`src/rtl/mmap_pkg.sv`:
```
package mmap_pkg;
  localparam int unsigned ADDR_W     = 16;
  localparam int unsigned DATA_W     = 8;
  localparam int unsigned PRG_W      = 6;
  localparam int unsigned CHR_W      = 8;
  localparam int unsigned LOCK_BIT   = 5;
  localparam int unsigned LAYOUT_BIT = 6;
  localparam int unsigned MIRROR_BIT = 7;
  localparam int unsigned SHARED_W   = PRG_W - 1;
  localparam logic [ADDR_W-1:0] LOW_FIRST = 16'h4100;
  localparam logic [ADDR_W-1:0] LOW_LAST  = 16'h7FFF;

  typedef struct packed {
    logic [DATA_W-1:0] outer;
    logic [DATA_W-1:0] inner;
  } bank_regs_t;
endpackage

```
`src/rtl/mmap_wr_decode.sv`:
```
module mmap_wr_decode
  import mmap_pkg::*;
(
  input  logic [ADDR_W-1:0] addr,
  input  logic [DATA_W-1:0] data,
  input  logic              wr_en,
  input  logic              proto_mode,
  input  logic              lock,
  output logic              ld_outer,
  output logic              ld_inner,
  output logic [DATA_W-1:0] inner_val
);
  logic in_low, in_high, low_outer, low_inner;
  logic [DATA_W-1:0] latch_val;

  always_comb begin
    in_low  = (addr >= LOW_FIRST) && (addr <= LOW_LAST);
    in_high = addr[ADDR_W-1];
    if (proto_mode) begin
      low_outer = addr[9];
      low_inner = !addr[9] && addr[8];
    end else begin
      low_outer = addr[8] && addr[7];
      low_inner = addr[8] && !addr[7] && !lock;
    end
    latch_val = {{(DATA_W-4){1'b0}}, data[0], data[6:4]};
    ld_outer  = wr_en && in_low && low_outer;
    ld_inner  = wr_en && ((in_low && low_inner) || (in_high && lock));
    inner_val = in_high ? latch_val : data;
  end
endmodule

```
`src/rtl/mmap_bank_regs.sv`:
```
module mmap_bank_regs
  import mmap_pkg::*;
(
  input  logic              clk,
  input  logic              rst_n,
  input  logic              ld_outer,
  input  logic              ld_inner,
  input  logic [DATA_W-1:0] outer_d,
  input  logic [DATA_W-1:0] inner_d,
  output bank_regs_t        regs_q
);
  always_ff @(posedge clk or negedge rst_n) begin
    if (!rst_n) begin
      regs_q <= '0;
    end else begin
      if (ld_outer) regs_q.outer <= outer_d;
      if (ld_inner) regs_q.inner <= inner_d;
    end
  end

  // a load strobe in one window never coincides with one in the other
  assert_single_load_R2: assert property (@(posedge clk) disable iff (!rst_n)
    !(ld_outer && ld_inner));
endmodule

```
`src/rtl/mmap_bank_out.sv`:
```
module mmap_bank_out
  import mmap_pkg::*;
(
  input  bank_regs_t        regs,
  output logic [PRG_W-1:0]  prg_bank,
  output logic [CHR_W-1:0]  chr_bank,
  output logic              mirror_h
);
  logic alt_src;
  logic [SHARED_W-1:0] shared;

  always_comb begin
    alt_src  = regs.outer[LAYOUT_BIT];
    shared   = regs.outer[SHARED_W:1];
    prg_bank = {shared, alt_src ? regs.inner[3] : regs.outer[0]};
    chr_bank = {shared, alt_src ? regs.inner[2] : regs.outer[0], regs.inner[1:0]};
    mirror_h = regs.outer[MIRROR_BIT];
  end
endmodule

```
`src/rtl/dualmode_mapper.sv`:
```
module dualmode_mapper
  import mmap_pkg::*;
(
  input  logic              clk,
  input  logic              rst_n,
  input  logic [ADDR_W-1:0] cpu_addr,
  input  logic [DATA_W-1:0] cpu_data,
  input  logic              wr_en,
  input  logic              proto_mode,
  output logic [PRG_W-1:0]  prg_bank,
  output logic [CHR_W-1:0]  chr_bank,
  output logic              mirror_h
);
  bank_regs_t        regs_q;
  logic              ld_outer, ld_inner;
  logic [DATA_W-1:0] inner_val;

  mmap_wr_decode u_decode (
    .addr       (cpu_addr),
    .data       (cpu_data),
    .wr_en      (wr_en),
    .proto_mode (proto_mode),
    .lock       (regs_q.outer[LOCK_BIT]),
    .ld_outer   (ld_outer),
    .ld_inner   (ld_inner),
    .inner_val  (inner_val)
  );

  mmap_bank_regs u_regs (
    .clk      (clk),
    .rst_n    (rst_n),
    .ld_outer (ld_outer),
    .ld_inner (ld_inner),
    .outer_d  (cpu_data),
    .inner_d  (inner_val),
    .regs_q   (regs_q)
  );

  mmap_bank_out u_out (
    .regs     (regs_q),
    .prg_bank (prg_bank),
    .chr_bank (chr_bank),
    .mirror_h (mirror_h)
  );

  logic low_win;
  assign low_win = (cpu_addr >= LOW_FIRST) && (cpu_addr <= LOW_LAST);

  assert_idle_hold_R9: assert property (@(posedge clk) disable iff (!rst_n)
    !wr_en |=> ($stable(regs_q.outer) && $stable(regs_q.inner)));

  assert_below_window_R9: assert property (@(posedge clk) disable iff (!rst_n)
    (wr_en && cpu_addr < LOW_FIRST) |=> ($stable(regs_q.outer) && $stable(regs_q.inner)));

  assert_outer_load_R2: assert property (@(posedge clk) disable iff (!rst_n)
    (wr_en && !proto_mode && low_win && cpu_addr[8] && cpu_addr[7])
      |=> (regs_q.outer == $past(cpu_data)));

  assert_inner_lock_R3: assert property (@(posedge clk) disable iff (!rst_n)
    (wr_en && !proto_mode && low_win && cpu_addr[8] && !cpu_addr[7] && regs_q.outer[LOCK_BIT])
      |=> $stable(regs_q.inner));

  assert_latch_locked_R4: assert property (@(posedge clk) disable iff (!rst_n)
    (wr_en && cpu_addr[ADDR_W-1] && !regs_q.outer[LOCK_BIT])
      |=> ($stable(regs_q.inner) && $stable(regs_q.outer)));

  assert_latch_upper_clear_R4: assert property (@(posedge clk) disable iff (!rst_n)
    (wr_en && cpu_addr[ADDR_W-1] && regs_q.outer[LOCK_BIT])
      |=> (regs_q.inner[DATA_W-1:4] == '0));

  assert_proto_inner_R5: assert property (@(posedge clk) disable iff (!rst_n)
    (wr_en && proto_mode && low_win && !cpu_addr[9] && cpu_addr[8])
      |=> (regs_q.inner == $past(cpu_data)));

  assert_shared_bits_R7: assert property (@(posedge clk) disable iff (!rst_n)
    prg_bank[PRG_W-1:1] == chr_bank[CHR_W-1:3]);
endmodule

```
`config.mk`:
```
export PLATFORM = sky130hd
export DESIGN_NAME = dualmode_mapper
export DESIGN_NICKNAME = d
export VERILOG_FILES = /design/src/rtl/mmap_pkg.sv /design/src/rtl/mmap_wr_decode.sv /design/src/rtl/mmap_bank_regs.sv /design/src/rtl/mmap_bank_out.sv /design/src/rtl/dualmode_mapper.sv
export SDC_FILE = /design/constraint.sdc
export NUM_CORES = 1
export LEC_CHECK = 0
export BUFFER_PORTS_ARGS = -buffer_cell sky130_fd_sc_hd__buf_2
export CORE_AREA = 2 2 45 47
export DETAILED_ROUTE_END_ITERATION = 8
export DIE_AREA = 0 0 47 49
export GPL_ROUTABILITY_DRIVEN = 1
export PLACE_DENSITY = 0.74
export SYNTH_ARGS = -nofsm -noshare
export SYNTH_HDL_FRONTEND = slang
export SYNTH_SLANG_ARGS = --single-unit
```
`constraint.sdc`:
```
create_clock -name clk -period 1.6 [get_ports clk]
set_input_delay 0.16 -clock clk [delete_from_list [all_inputs] [get_ports clk]]
set_output_delay 0.16 -clock clk [all_outputs]
set_load 0.005 [all_outputs]
```
==> flow_metrics.env, run 1 <==
export IMPL_power_density_nw_per_um2=1160
export IMPL_yosysUniqueCellTypes=15
export IMPL_cap_violations=0
export IMPL_finalNonFillerCells=106
export IMPL_drt_wl_total_um=1310
export IMPL_synthCells=57
export IMPL_status="complete, no violations"
export IMPL_worstPathRequired_ps=1750
export IMPL_seq_area_frac_synth=0.418
export IMPL_slew_violations=0
export IMPL_drt_pass1_iter_count=4
export IMPL_dp_cells=102
export IMPL_reg_top3="u_regs.regs_q: 12 flops"
export IMPL_grt_pass1_wl_um=2240
export IMPL_dp_hpwl_um=1070
export IMPL_skew_ps=0.275
export IMPL_start_util=0.390
export IMPL_setup_viol=0
export IMPL_p_total_uw=967
export IMPL_drive_above_1_share=0.671
export IMPL_largest_reg_flops=12
export IMPL_nets=109
export IMPL_path_clk_slew_ps=60
export IMPL_synth_mux_area_frac=0.293
export IMPL_cts_max_level=1
export IMPL_detail_route_wl_per_cell_um=12.3
export IMPL_p_leak_nw=0.434
export IMPL_rsz0062_at_grt="false"
export IMPL_post_cts_resized_instances=0
export IMPL_synth_area_leader_cell="dfrtp_1"
export IMPL_synth_seq_cells=12
export IMPL_syn2layout_area_growth_pct=16.2
export IMPL_avgSynthCellArea_sq_um=12.6
export IMPL_insertedDiodeCount=0
export IMPL_core_rowCount=16
export IMPL_worst_pin_slew_ps=269
export IMPL_cts_root_buf="clkbuf_4"
export IMPL_synth_top_cell_area_share=0.418
export IMPL_io_buffers=31
export IMPL_synthAdderAreaFrac=0
export IMPL_maxSlewHeadroom=0.821
export IMPL_grt_usage=0.136
export IMPL_postRouteAntennaNets=0
export IMPL_insertion_delay_ps=260
export IMPL_synth_top_family_by_area="multiplexers"
export IMPL_core_sq_um=1840
export IMPL_antenna_found_initial=0
export IMPL_cts_tree="done"
export IMPL_fmax_mhz=710
export IMPL_via_count=479
export IMPL_fin_crit_sh=0.881
export IMPL_place_area_sq_um=802
export IMPL_grt_pass1_vias=492
export IMPL_cpMaxStageDelayCell="dfrtp_1"
export IMPL_hold_path_class="primary input to register"
export IMPL_ctsLongestPathBuffers=2
export IMPL_crit_fanout=5
export IMPL_finalCriticalPeriod_ps=1410
export IMPL_end_kind="register"
export IMPL_syn_area_sq_um=718
export IMPL_hold_viol_final=0
export IMPL_arrival_ps=1560
export IMPL_synth_top_cells_by_area="dfrtp_1, mux2_4, buf_4"
export IMPL_dieHeight_um=49
export IMPL_post_cts_buffers=0
export IMPL_place_congestion=0.714
export IMPL_cts_sinks=12
export IMPL_ioPinCount=43
export IMPL_largest_register="u_regs.regs_q"
export IMPL_drtIter0Drc=4
export IMPL_yosysWarnings=0
export IMPL_postSynthNetCount=85
export IMPL_design_die_area_sq_um=2300
export IMPL_path_cells="nor3_1 -> a21oi_1 -> o21ai_2 -> mux2_2"
export IMPL_overflow=0
export IMPL_die_width_um=47
export IMPL_viasPerCell=4.52
export IMPL_start_kind="register"
export IMPL_synth_compound_area_frac=0.0261
export IMPL_hold_slack_ps=127
export IMPL_yosys_area_share_simple=0.101
export IMPL_max_stage_delay_ps=420
export IMPL_path_class="register to register"
export IMPL_cp_top_family="flip-flops"
export IMPL_synth_xor_area_frac=0
export IMPL_numCtsBuffers=3
export IMPL_tns_ps=0
export IMPL_path_buf_inv=0
export IMPL_stdcell_area_sq_um=835
export IMPL_grt_max_degree=13
export IMPL_drc_errors=0
export IMPL_irDropWorstVdd_v=0.000547
## layout make-up
| type | count | area [sq um] |
|---|---|---|
| fillers | 188 | 1010 |
| multi-input cells | 30 | 302 |
| flip-flops and latches | 12 | 300 |
| repair buffers | 33 | 173 |
| well taps | 27 | 33.8 |
| clock buffers | 3 | 22.5 |
| inverters | 1 | 3.75 |
## metrics by stage
step	worst slack (ps)	util
after global placement	287	0.435
final	191	0.453
after floorplan	370	-
after detailed placement	190	0.435
after global routing	89.5	0.453
after CTS	176	0.453
## layout by cell type, fill, tap and decap left out, types with 3 or more instances in the layout
master,instances
mux2_2,8
buf_2,31
nand2_1,6
mux2_4,8
clkbuf_4,3
dfrtp_1,12
## cell families (layout without fill, tap and decap cells)
| family | Yosys count | count (layout) |
|---|---|---|
| buf+inv | 15 | 37 |
| simple gates | 11 | 11 |
| flops | 12 | 12 |
| mux | 16 | 16 |
| compound gates | 3 | 3 |
## synthesized netlist by cell type (all sizes together)
master / number
buf: 14
nand4b: 1
nor3: 1
nand2: 6
nand2b: 1
mux2: 16
a21oi: 1
nand3: 1
dfrtp: 12
and4b: 1
o21ai: 2
inv: 1
## power by group
part | total [mW] | internal, mW | switching, mW
sequential | 0.459 | 0.398 | 0.0607
combinational | 0.336 | 0.212 | 0.124
clock | 0.173 | 0.0869 | 0.0858
total | 0.967 | 0.697 | 0.270
## routing by layer
metal | routed length [um] | part of all wire | track usage
met4 | 0 | 0 | 0.0324
met5 | 0 | 0 | 0
met3 | 47 | 0.036 | 0.0444
met2 | 782 | 0.60 | 0.240
met1 | 478 | 0.37 | 0.151
## worst paths after layout
check,end,slack [ps],cells past startpoint,from
setup / recovery,u_regs.regs_q[2]$_DFFE_PN0P_,190,4,u_regs.regs_q[13]$_DFFE_PN0P_
hold / removal,u_regs.regs_q[15]$_DFFE_PN0P_,130,2,cpu_data[7]
setup reg to reg,u_regs.regs_q[2]$_DFFE_PN0P_,190,4,u_regs.regs_q[13]$_DFFE_PN0P_
hold reg to reg,u_regs.regs_q[1]$_DFFE_PN0P_,510,1,u_regs.regs_q[1]$_DFFE_PN0P_
max in group asynchronous,u_regs.regs_q[12]$_DFFE_PN0P_,1070,2,rst_n
min in group asynchronous,u_regs.regs_q[13]$_DFFE_PN0P_,320,2,rst_n
## what timing repair did
action / 4_1_cts / 5_1_grt
setup endpoints to repair: 0 / 0
endpoints found under the hold margin: 12 / 0
hold buffers: 1 / 0
Power figures use the tool's default switching activity.
==> run 2: changes to the inputs <==
--- a/config.mk
+++ b/config.mk
@@ -6,11 +6,13 @@
 export NUM_CORES = 1
 export LEC_CHECK = 0
 export BUFFER_PORTS_ARGS = -buffer_cell sky130_fd_sc_hd__buf_2
-export CORE_AREA = 2 2 45 47
+export CORE_AREA = 2 2 51 53
 export DETAILED_ROUTE_END_ITERATION = 8
-export DIE_AREA = 0 0 47 49
+export DIE_AREA = 0 0 53 55
 export GPL_ROUTABILITY_DRIVEN = 1
-export PLACE_DENSITY = 0.74
+export PLACE_DENSITY = 0.69
+export SETUP_SLACK_MARGIN = 0.2
 export SYNTH_ARGS = -nofsm -noshare
 export SYNTH_HDL_FRONTEND = slang
+export SYNTH_HIERARCHICAL = 1
 export SYNTH_SLANG_ARGS = --single-unit
==> run 2 against run 1 <==
  * Combinational power increased by 6.0%
  * Fmax up 7.1%
  * Sequential cell count unchanged
  * Critical endpoint is now u_regs/regs_q[0]$_DFFE_PN0P_
  * Highest routed layer unchanged
==> flow_metrics.env, run 2 <==
export IMPL_status="complete, no violations"
export IMPL_synthCells=54
export IMPL_core_sq_um=2360
export IMPL_design_die_area_sq_um=2920
export IMPL_dp_cells=100
export IMPL_timing_rr_end="u_regs/regs_q[0]$_DFFE_PN0P_"
export IMPL_tns_ps=0
export IMPL_arrival_ps=1460
export IMPL_reg_top3="u_regs/regs_q: 12 flops"
export IMPL_grt_max_degree=13
export IMPL_overflow=0
export IMPL_ctsLongestPathBuffers=2
export IMPL_die_width_um=53
export IMPL_antenna_found_initial=0
export IMPL_most_common_layout_cells="buf_2, mux2_4, dfrtp_1, mux2_2, clkbuf_4"
export IMPL_finalCriticalPeriod_ps=1320
export IMPL_worstPathRequired_ps=1740
export IMPL_grt_usage=0.0947
export IMPL_insertion_delay_ps=260
export IMPL_postLayoutCoreUtil=0.356
export IMPL_largest_reg_flops=12
export IMPL_intPower_uw=729
export IMPL_dp_hpwl_um=994
export IMPL_insertedDiodeCount=0
export IMPL_setup_viol=0
export IMPL_pwr_share_comb=0.361
export IMPL_yosysWarnings=6
export IMPL_p_sw_uw=257
export IMPL_rr_startpoint="u_regs/regs_q[13]$_DFFE_PN0P_"
export IMPL_slew_violations=0
export IMPL_syn2layout_area_growth_pct=14.5
export IMPL_path_cells="and3_1 -> a31o_2 -> mux2_4"
export IMPL_power_density_nw_per_um2=1170
export IMPL_cpMaxStageDelayCell="dfrtp_1"
export IMPL_io_buffers=31
export IMPL_syn_area_sq_um=734
export IMPL_place_area_sq_um=808
export IMPL_dieHeight_um=55
export IMPL_cts_sinks=12
export IMPL_path_clk_slew_ps=70
export IMPL_pwr_share_seq=0.464
export IMPL_start_kind="register"
export IMPL_cts_max_level=1
export IMPL_post_cts_buffers=0
export IMPL_p_leak_nw=0.426
export IMPL_drive_above_1_share=0.743
export IMPL_clockPowerShare=0.175
export IMPL_nets=104
export IMPL_ioPinCount=43
export IMPL_drtIter0Drc=1
export IMPL_fmax_mhz=760
export IMPL_reg2reg_setup_slack_ps=280
export IMPL_drt_pass1_iter_count=2
export IMPL_hold_viol_final=0
export IMPL_crit_fanout=5
export IMPL_grt_pass1_wl_um=1950
export IMPL_via_count=441
export IMPL_fin_crit_sh=0.822
export IMPL_end_kind="register"
export IMPL_rsz0062_at_grt="false"
export IMPL_irDropWorstVdd_v=0.000585
export IMPL_viasPerCell=4.24
export IMPL_stdcell_area_sq_um=841
export IMPL_min_from="cpu_data[7]"
export IMPL_drt_wl_total_um=1230
export IMPL_detail_route_wl_per_cell_um=11.9
export IMPL_max_stage_delay_ps=420
export IMPL_cts_root_buf="clkbuf_4"
export IMPL_grt_pass1_vias=439
export IMPL_whs_path_depth=2
export IMPL_place_congestion=0.645
export IMPL_start_util=0.311
export IMPL_core_rowCount=18
export IMPL_skew_ps=7.02
export IMPL_maxSlewHeadroom=0.821
export IMPL_postRouteAntennaNets=0
export IMPL_finalNonFillerCells=104
export IMPL_path_class="register to register"
export IMPL_swShare=0.261
export IMPL_cap_violations=0
export IMPL_path_buf_inv=0
export IMPL_largest_register="u_regs/regs_q"
export IMPL_drc_errors=0
export IMPL_cp_top_family="flip-flops"
export IMPL_avgSynthCellArea_sq_um=13.6
export IMPL_numCtsBuffers=3
export IMPL_worst_pin_slew_ps=268
export IMPL_cts_tree="done"
export IMPL_postSynthNetCount=82
export IMPL_hold_path_class="primary input to register"
export IMPL_holdPathEnd="u_regs/regs_q[15]$_DFFE_PN0P_"
export IMPL_final_common_cell="buf_2"
export IMPL_worst_r2r_path_depth=3
## run 2: worst reg2reg max path, cell delays in order, from the launching register on
cell and delay, ps:
dfrtp_1 420, and3_1 190, a31o_2 280, mux2_4 310
## run 2: worst max path at each step
| stage | startpoint | end | slack [ps] | depth (start not counted) |
|---|---|---|---|---|
| global route | u_regs/regs_q[13]$_DFFE_PN0P_ | u_regs/regs_q[0]$_DFFE_PN0P_ | 230 | 3 |
| CTS | u_regs/regs_q[13]$_DFFE_PN0P_ | u_regs/regs_q[1]$_DFFE_PN0P_ | 250 | 3 |
| detailed placement | cpu_addr[15] | u_regs/regs_q[1]$_DFFE_PN0P_ | 220 | 4 |
| finish | u_regs/regs_q[13]$_DFFE_PN0P_ | u_regs/regs_q[0]$_DFFE_PN0P_ | 280 | 3 |
| floorplan | u_regs/regs_q[13]$_DFFE_PN0P_ | u_regs/regs_q[0]$_DFFE_PN0P_ | 330 | 4 |
| global placement | cpu_addr[15] | u_regs/regs_q[3]$_DFFE_PN0P_ | 270 | 4 |
## run 2: what timing repair did
item,in CTS,in global routing
endpoints found under the hold margin,12,0
endpoints found under the setup margin,0,4
resized for setup,0,1
hold buffers,1,0
## run 2: cell type report
class | instances | area [sq um]
well taps | 30 | 37.5
repair buffers | 33 | 173
fillers | 259 | 1520
multi-input cells | 26 | 308
clock buffers | 3 | 22.5
flip-flops and latches | 12 | 300
## run 2: metal layers
layer / GRT usage / part of all wire
met2: 0.154 / 0.48
met4: 0.0256 / 0
met1: 0.122 / 0.44
met3: 0.0296 / 0.080
met5: 0 / 0
## run 2: power by group through the flow
stage | Sequential (mW) | Combinational (mW) | Clock [mW]
detailed placement | 0.463 | 0.359 | 0
global placement | 0.463 | 0.355 | 0
floorplan | 0.450 | 0.341 | 0
CTS | 0.461 | 0.362 | 0.182
finish | 0.458 | 0.356 | 0.172
global route | 0.478 | 0.387 | 0.191
## run 2: metrics by stage
step / setup WS (ps) / power [mW] / hold slack (ps)
after floorplan: 325 / 0.791 / -136
after global placement: 270 / 0.818 / 49.3
after detailed placement: 218 / 0.822 / 54.0
after CTS: 250 / 1.00 / 132
after global routing: 227 / 1.06 / 132
final: 284 / 0.986 / 138
